--- src/rtl/led_blinker.sv ---
module led_blinker #(
  parameter int MAX_SHIFT = 13,
  parameter int PER_W     = 12,
  parameter int CNT_W     = 16,
  parameter int DW        = 16
) (
  input  logic          clk,
  input  logic          rst_n,
  input  logic          bus_we,
  input  logic [3:0]    bus_addr,
  input  logic [DW-1:0] bus_wdata,
  output logic [DW-1:0] bus_rdata,
  output logic          led_o,
  output logic          irq_o
);
  localparam int RW    = 4;
  localparam int PRE_W = (MAX_SHIFT > 0) ? MAX_SHIFT : 1;

  logic [RW-1:0]    rate_q;
  logic             run_q, auto_q, mask_q, flag_q;
  logic [PER_W-1:0] period_q, ontime_q, cnt_q;
  logic [CNT_W-1:0] stop_q, left_q;
  logic [PRE_W-1:0] pre_q;

  logic wr_ctl, wr_per, wr_on, wr_stop;
  assign wr_ctl  = bus_we && bus_addr[3:2] == 2'd0;
  assign wr_per  = bus_we && bus_addr[3:2] == 2'd1;
  assign wr_on   = bus_we && bus_addr[3:2] == 2'd2;
  assign wr_stop = bus_we && bus_addr[3:2] == 2'd3;

  logic [RW-1:0]    rate_eff;
  logic [PRE_W-1:0] pre_mask;
  logic [PER_W-1:0] last;
  logic tick, wrap, last_unit;

  assign rate_eff  = (int'(rate_q) > MAX_SHIFT) ? RW'(MAX_SHIFT) : rate_q;
  assign pre_mask  = ~({PRE_W{1'b1}} << (RW'(MAX_SHIFT) - rate_eff));
  assign tick      = run_q && ((pre_q & pre_mask) == pre_mask);
  assign last      = (period_q == '0) ? '0 : period_q - 1'b1;
  assign wrap      = tick && (cnt_q >= last);
  assign last_unit = (left_q <= CNT_W'(1));

  always_ff @(posedge clk or negedge rst_n) begin
    if (!rst_n) begin
      rate_q <= '0; run_q <= 1'b0; auto_q <= 1'b0; mask_q <= 1'b0; flag_q <= 1'b0;
      period_q <= '0; ontime_q <= '0; stop_q <= '0; left_q <= '0;
      cnt_q <= '0; pre_q <= '0;
    end else if (wr_ctl) begin
      rate_q <= bus_wdata[3:0];
      run_q  <= bus_wdata[4];
      auto_q <= bus_wdata[5];
      mask_q <= bus_wdata[6];
      if (bus_wdata[7]) flag_q <= 1'b0;
      left_q <= stop_q;
      cnt_q  <= '0;
      pre_q  <= '0;
    end else if (wr_per || wr_on) begin
      if (wr_per) period_q <= bus_wdata[PER_W-1:0];
      if (wr_on)  ontime_q <= bus_wdata[PER_W-1:0];
      cnt_q <= '0;
      pre_q <= '0;
    end else begin
      if (run_q) begin
        pre_q <= pre_q + 1'b1;
        if (tick) cnt_q <= wrap ? '0 : cnt_q + 1'b1;
        if (wrap && auto_q) begin
          if (last_unit) begin
            run_q  <= 1'b0;
            flag_q <= 1'b1;
            left_q <= '0;
            cnt_q  <= '0;
            pre_q  <= '0;
          end else begin
            left_q <= left_q - 1'b1;
          end
        end
      end
      if (wr_stop) begin
        stop_q <= bus_wdata[CNT_W-1:0];
        left_q <= bus_wdata[CNT_W-1:0];
      end
    end
  end

  assign led_o = run_q && (cnt_q < ontime_q);
  assign irq_o = flag_q && !mask_q;

  always_comb begin
    bus_rdata = '0;
    case (bus_addr[3:2])
      2'd0:    bus_rdata[7:0] = {flag_q, mask_q, auto_q, run_q, rate_q};
      2'd1:    bus_rdata[PER_W-1:0] = period_q;
      2'd2:    bus_rdata[PER_W-1:0] = ontime_q;
      default: bus_rdata[CNT_W-1:0] = left_q;
    endcase
  end
endmodule

--- config.mk ---
export PLATFORM = sky130hd
export DESIGN_NAME = led_blinker
export DESIGN_NICKNAME = d
export VERILOG_FILES = /design/src/rtl/led_blinker.sv
export SDC_FILE = /design/constraint.sdc
export NUM_CORES = 1
export LEC_CHECK = 0
export ABC_AREA = 1
export CAP_MARGIN = 20
export CORE_MARGIN = 8
export CORE_UTILIZATION = 30
export DETAILED_ROUTE_END_ITERATION = 10
export PLACE_DENSITY = 0.6
export SLEW_MARGIN = 20
export SYNTH_ARGS = -nofsm -noshare
export SYNTH_HDL_FRONTEND = slang
export SYNTH_SLANG_ARGS = --single-unit
--- constraint.sdc ---
create_clock -name clk -period 2.7 [get_ports clk]
set_input_delay 0.81 -clock clk [delete_from_list [all_inputs] [get_ports clk]]
set_output_delay 0.81 -clock clk [all_outputs]
set_load 0.005 [all_outputs]
==> results of run 1 <==
## cell type report
class | instances | share of cell area
Multi-Input combinational cell | 596 | 0.431
Sequential cell | 89 | 0.282
Inverter | 118 | 0.0570
Timing Repair Buffer | 133 | 0.145
Tap cell | 265 | 0.0419
Clock buffer | 11 | 0.0294
Clock inverter | 5 | 0.0131
## timing repair
item	CTS	global route
gates cloned	0	1
setup endpoints to repair	60	46
pin swaps	17	8
gates resized for setup	74	13
setup buffers	9	2
## final timing paths
kind                                to  cells after the start
setup / recovery              cnt_q[8]                     20
hold / removal                pre_q[5]                      1
min in group clk             stop_q[4]                      2
setup reg to reg              cnt_q[8]                     20
max in group asynchronous  period_q[6]                      2
hold reg to reg              stop_q[4]                      2
## through the flow
stage          setup WS [ps]  instances  hold WS (ps)
6_report                -315       1217           476
5_1_grt                 -478       1217           510
4_1_cts                 -333       1215           480
3_5_place_dp            -719       1190           465
3_3_place_gp            -691       1190           456
2_1_floorplan          -79.9        823           442
## power groups by stage
stage,combinational [mW],sequential (mW),clock [mW]
after global routing,1.89,1.78,1.53
after global placement,1.60,1.77,0
after detailed placement,1.62,1.77,0
final,1.68,1.76,1.45
after floorplan,0.988,1.72,0
after CTS,1.68,1.75,1.48
## placed cells by master (no fill, tap or decap), types with 5 or more instances in the layout
| cell | n |
|---|---|
| o21ai_1 | 26 |
| inv_1 | 102 |
| o22ai_1 | 8 |
| xor2_1 | 21 |
| inv_2 | 14 |
| o21ai_2 | 8 |
| o21ai_0 | 77 |
| nand2_2 | 24 |
| nor2_1 | 63 |
| clkdlybuf4s50_1 | 18 |
| nand2_1 | 189 |
| dfrtp_1 | 89 |
| dlygate4sd2_1 | 11 |
| nand4_1 | 9 |
| buf_12 | 6 |
| nand3_1 | 34 |
| nor2_2 | 13 |
| ha_1 | 26 |
| buf_4 | 88 |
| nor3_1 | 13 |
| nor2_4 | 6 |
| ha_4 | 5 |
| clkbuf_16 | 9 |
| a21oi_1 | 21 |
## state kept, by name, indices dropped and copies added, names as in the netlist
register and cells:
pre_q 13, period_q 12, rate_q 4, cnt_q 12
run_q 1, flag_q 1, stop_q 16, left_q 16
auto_q 1, ontime_q 12, mask_q 1
## cells by family after synthesis
group,share of synthesized area
AOI/OAI and AO/OA,0.158
buffers and inverters,0.0936
and+or+nand+nor,0.276
adders and majority gates,0.0646
DFF,0.371
xor gates and xnor gates,0.0365
## metal layers
layer  global-route usage  wire length (um)  up-vias
met5                    0                 0        -
met4               0.0517               388        0
met3               0.0208               614       19
met2                0.243              8490      108
met1                0.191              8500     2676
li1                     -                 -     2928
==> impl_metrics.json, run 1 <==
{
  "status": "complete, but fails checks",
  "violations": "negative setup slack",
  "cts.sinks": 89,
  "hold_class": "input pin to async pin",
  "rsz0062_at_grt": "true",
  "end_kind": "flip-flop",
  "multi_input_area_um2": 3410,
  "avgViaCountPerCell": 4.71,
  "synth_cell_types": 44,
  "synth_edf_count": 0,
  "power.density_cell_area_nw_per_um2": 619,
  "yosysMostFrequentCell": "nand2_1",
  "fin_util": 0.405,
  "clkTransAtPathRegs_ps": 70,
  "fill_cells": 2032,
  "syn-cell-area_um2": 6000,
  "grt_max_degree": 44,
  "critPathKind": "flip-flop to flip-flop",
  "dieHeight_um": 157,
  "nets": 1001,
  "clock_skew_ps": 9.81,
  "syn_nets": 877,
  "p_total_mw": 4.89,
  "p_leak_nw": 3.80,
  "antennaDiodeCount": 0,
  "drtAntennaViolNets": 0,
  "placed_cell_area_um2": 7340,
  "setup_slack_ps": -315,
  "layout_min_cycle_time_ps": 3010,
  "critPathMostFrequentCell": "nand2_1",
  "core_um2": 19500,
  "synthTopCellsByCount": "nand2_1 (200), inv_1 (106), dfrtp_1 (89)",
  "intPower_mw": 3.18,
  "worst_ep_arrival_time_ps": 3260,
  "regArea_um2": 2230,
  "path_buf_inv": 4,
  "cp_cell_sequence": "nor2_1 > inv_1 > nor2_2 > inv_1 > nor2_2 > nand2_2 > nor3_4 > nand3b_1 > xnor2_1 > nand2_1 > ha_4 > nand2_1 > nand2_1 > a21oi_2 > nand4_4 > buf_4 > buf_6 > o21ai_0 > o21ai_1 > nor3_1",
  "grt_overflow_total": 0,
  "synthFlopType": "dfrtp_1",
  "ir_drop_mv": 0.318,
  "avgSynthCellArea_um2": 7.29,
  "syn2layout_area_growth_pct": 31.7,
  "cp_max_fo": 6,
  "start_util": 0.307,
  "drv_slew": 0,
  "setup_violations": 43,
  "yosysTopAreaCell": "dfrtp_1",
  "antenna_found_initial": 0,
  "ys_ff_latch": 89,
  "r2r_slack_ps": -310,
  "synth_top_area_frac": 0.371,
  "wirelength_um": 18000,
  "cts_buffers": 9,
  "clock_latency_ps": 350,
  "ys_seq_area_frac": 0.371,
  "stdcell_area_um2": 7910,
  "postSynth.asyncResetShare": 1.00,
  "slew-limit-headroom": 0.599,
  "clockBufferDepth": 2,
  "synth.top_cells.by_area": "dfrtp_1 (37%), nand2_1 (13%), o21ai_0 (6.8%), inv_1 (6.6%), ha_1 (6.5%)",
  "wl_per_cell_um": 14.8,
  "hpwl_um": 13800,
  "ios": 41,
  "cts-htree-levels": 3,
  "grt_pass1_wl_um": 28600,
  "grt_use_total": 0.147,
  "p_switching_mw": 1.71,
  "post-route-period-util": 1.12,
  "grt_pass1_vias": 5546,
  "cp_data_required_time_ps": 2950,
  "root_buffer": "clkbuf_16",
  "fmax_mhz": 332,
  "cp_slowest_stage_delay_ps": 380,
  "swShare": 0.349,
  "syn_inst": 823,
  "p_clk_frac": 0.297,
  "hold_viol_final": 0,
  "die_x_um": 157,
  "slowest_stage": "dfrtp_1",
  "drive_gt1_frac": 0.220,
  "cts_tree": "yes",
  "io_buffers": 38,
  "cp_top_family": "simple AND/OR/NAND/NOR gates",
  "r2r-start": "period_q[2]",
  "drc_errors": 0,
  "drt_iter0_drc": 373,
  "tightest_slew_ps": 602,
  "cts_hold_buf": 0,
  "rows": 51,
  "cp-startpoint": "period_q[2]",
  "yosysWarnings": 0,
  "p_comb_frac": 0.344,
  "dr.pass1.iters": 5,
  "dieArea_um2": 24800,
  "seqPwrFrac": 0.359,
  "startpoint_type": "flip-flop",
  "place.gp.congestion": 0.888,
  "max_cap_violations": 0,
  "final.setup.tns_ps": -10420,
  "dr_total_vias": 5731
}
Note: power is estimated with default switching activity, not from simulation.
==> inputs of run 2 (changes only) <==
- CORE_UTILIZATION: 30 -> 45
- PLACE_DENSITY: 0.6 -> 0.78
==> impl_metrics.json, run 2 (synthesis results as in run 1) <==
{
  "status": "complete, but fails checks",
  "violations": "negative setup slack",
  "dieHeight_um": 131,
  "fill_cells": 1099,
  "p_total_mw": 4.98,
  "dp_slack_ps": -738,
  "grt_use_total": 0.206,
  "cp_slowest_stage_delay_ps": 400,
  "clock_skew_ps": 8.37,
  "dr_wl_met2_um": 8670,
  "rsz0062_at_grt": "true",
  "grt_overflow_total": 0,
  "dr.pass1.iters": 5,
  "nets": 1003,
  "avgViaCountPerCell": 5.44,
  "clkTransAtPathRegs_ps": 70,
  "io_buffers": 38,
  "cts_tree": "yes",
  "fmax_mhz": 322,
  "slowest_stage": "dfrtp_1",
  "drc_errors": 0,
  "setup_violations": 43,
  "cts_hold_buf": 0,
  "p_leak_nw": 3.88,
  "clockBufferDepth": 2,
  "cts_buffers": 9,
  "wl_per_cell_um": 16.2,
  "critPathMostFrequentCell": "buf_4",
  "cp_cell_sequence": "nor2_2 > inv_2 > nor2_4 > inv_2 > nor2_4 > buf_4 > buf_4 > buf_4 > buf_4 > buf_4 > buf_4 > o21ai_1 > ha_1 > nand2_2 > inv_1 > nand2_1 > nand2_2 > nand2_2 > nand4_4 > buf_4 > o21ai_0 > o21ai_1 > nor3_1",
  "dr_total_vias": 6145,
  "cts.sinks": 89,
  "cts-htree-levels": 3,
  "root_buffer": "clkbuf_16",
  "path_buf_inv": 10,
  "antenna_found_initial": 0,
  "antennaDiodeCount": 0,
  "final_cell_mix": "nand2_1 (175), inv_1 (99), buf_4 (91), dfrtp_1 (89), o21ai_0 (71)",
  "drive_gt1_frac": 0.261,
  "drt_iter0_drc": 478,
  "m1WireLength_um": 7820,
  "placedCellCount": 1092,
  "cp_max_fo": 7,
  "hold_ws_ps": 465,
  "startpoint_type": "flip-flop",
  "power.density_cell_area_nw_per_um2": 624,
  "core_um2": 13100,
  "layout_commonest_cell": "nand2_1",
  "grt_max_degree": 47,
  "cp_data_required_time_ps": 2970,
  "clock_latency_ps": 360,
  "top_regs": "left_q: 16 flops, stop_q: 16 flops, pre_q: 13 flops",
  "start_util": 0.457,
  "tightest_slew_ps": 619,
  "ir_drop_mv": 0.513,
  "die_x_um": 131,
  "layout_min_cycle_time_ps": 3100,
  "highest_layer": "met4",
  "hold_viol_final": 0,
  "stdcell_count": 1130,
  "syn2layout_area_growth_pct": 33.0,
  "hold_class": "input pin to async pin",
  "wirelength_um": 18300,
  "setup_slack_ps": -403,
  "drv_slew": 0,
  "end_kind": "flip-flop",
  "slew-limit-headroom": 0.588,
  "rows": 42,
  "post-route-period-util": 1.15,
  "critPathKind": "flip-flop to flip-flop",
  "ios": 41,
  "dr_wl_met3_um": 1130,
  "worst_ep_arrival_time_ps": 3370,
  "grt_pass1_vias": 6024,
  "max_cap_violations": 0,
  "dieArea_um2": 17300,
  "grt_pass1_wl_um": 29200,
  "drtAntennaViolNets": 0,
  "hpwl_um": 12500,
  "place.gp.congestion": 0.949,
  "cp_top_family": "simple AND/OR/NAND/NOR gates"
}
==> run 2: metal layers <==
metal | global-route usage | vias to the layer above
met1 | 0.257 | 2915
met4 | 0.104 | 0
met5 | 0 | -
met2 | 0.337 | 243
met3 | 0.0362 | 48
li1 | - | 2939
==> run 2: worst reg2reg max path: stages (launching register included) <==
cell	delay, ps
dfrtp_1	400
nor2_2	140
inv_2	60
nor2_4	90
inv_2	60
nor2_4	110
buf_4	120
buf_4	90
buf_4	90
buf_4	90
buf_4	90
buf_4	90
o21ai_1	80
ha_1	320
nand2_2	100
inv_1	50
nand2_1	70
nand2_2	70
nand2_2	90
nand4_4	130
buf_4	200
o21ai_0	210
o21ai_1	110
nor3_1	140
==> run 2: timing repair <==
item                                    4_1_cts  5_1_grt
cloned                                        0        3
setup buffers                                17        4
pin swaps                                    18       39
endpoints found under the setup margin       60       45
gates resized for setup                      79       68
==> run 2: stage by stage <==
stage / TNS [ps] / utilization / area, um^2
global placement: -24150 / 0.542 / 7120
finish: -13460 / 0.608 / 7980
detailed placement: -28530 / 0.542 / 7120
global route: -19500 / 0.608 / 7980
CTS: -12860 / 0.582 / 7650
floorplan: -1800 / - / 6010
==> run 2: report_power, final <==
| group | switching [mW] | leakage [nW] | total (mW) | internal [mW] |
|---|---|---|---|---|
| logic | 1.02 | 2.60 | 1.80 | 0.780 |
| registers | 0.250 | 1.14 | 1.80 | 1.55 |
| clock network | 0.572 | 0.145 | 1.39 | 0.815 |
| total | 1.84 | 3.88 | 4.98 | 3.14 |
==> run 2: layout make-up <==
cell class / instances / area, um^2 / share of cell area
clock buffer: 10 / 229 / 0.0287
clock inverter: 6 / 91.3 / 0.0114
timing repair buffer: 135 / 1150 / 0.145
multi-input combinational: 596 / 3610 / 0.452
tap: 176 / 220 / 0.0276
sequential: 89 / 2230 / 0.279
inverter: 118 / 450 / 0.0564
==> run 2: worst paths after layout <==
path                                   from           end  slack, ps  cells past startpoint
worst max-delay path            period_q[1]      cnt_q[8]       -400                     23
worst min-delay path                  rst_n      pre_q[5]        470                      1
worst max register to register  period_q[1]      cnt_q[8]       -400                     23
worst min register to register   stop_q[15]    stop_q[15]        490                      2
max in group asynchronous             rst_n  ontime_q[11]       1540                      2
min in group clk                 stop_q[15]    stop_q[15]        490                      2
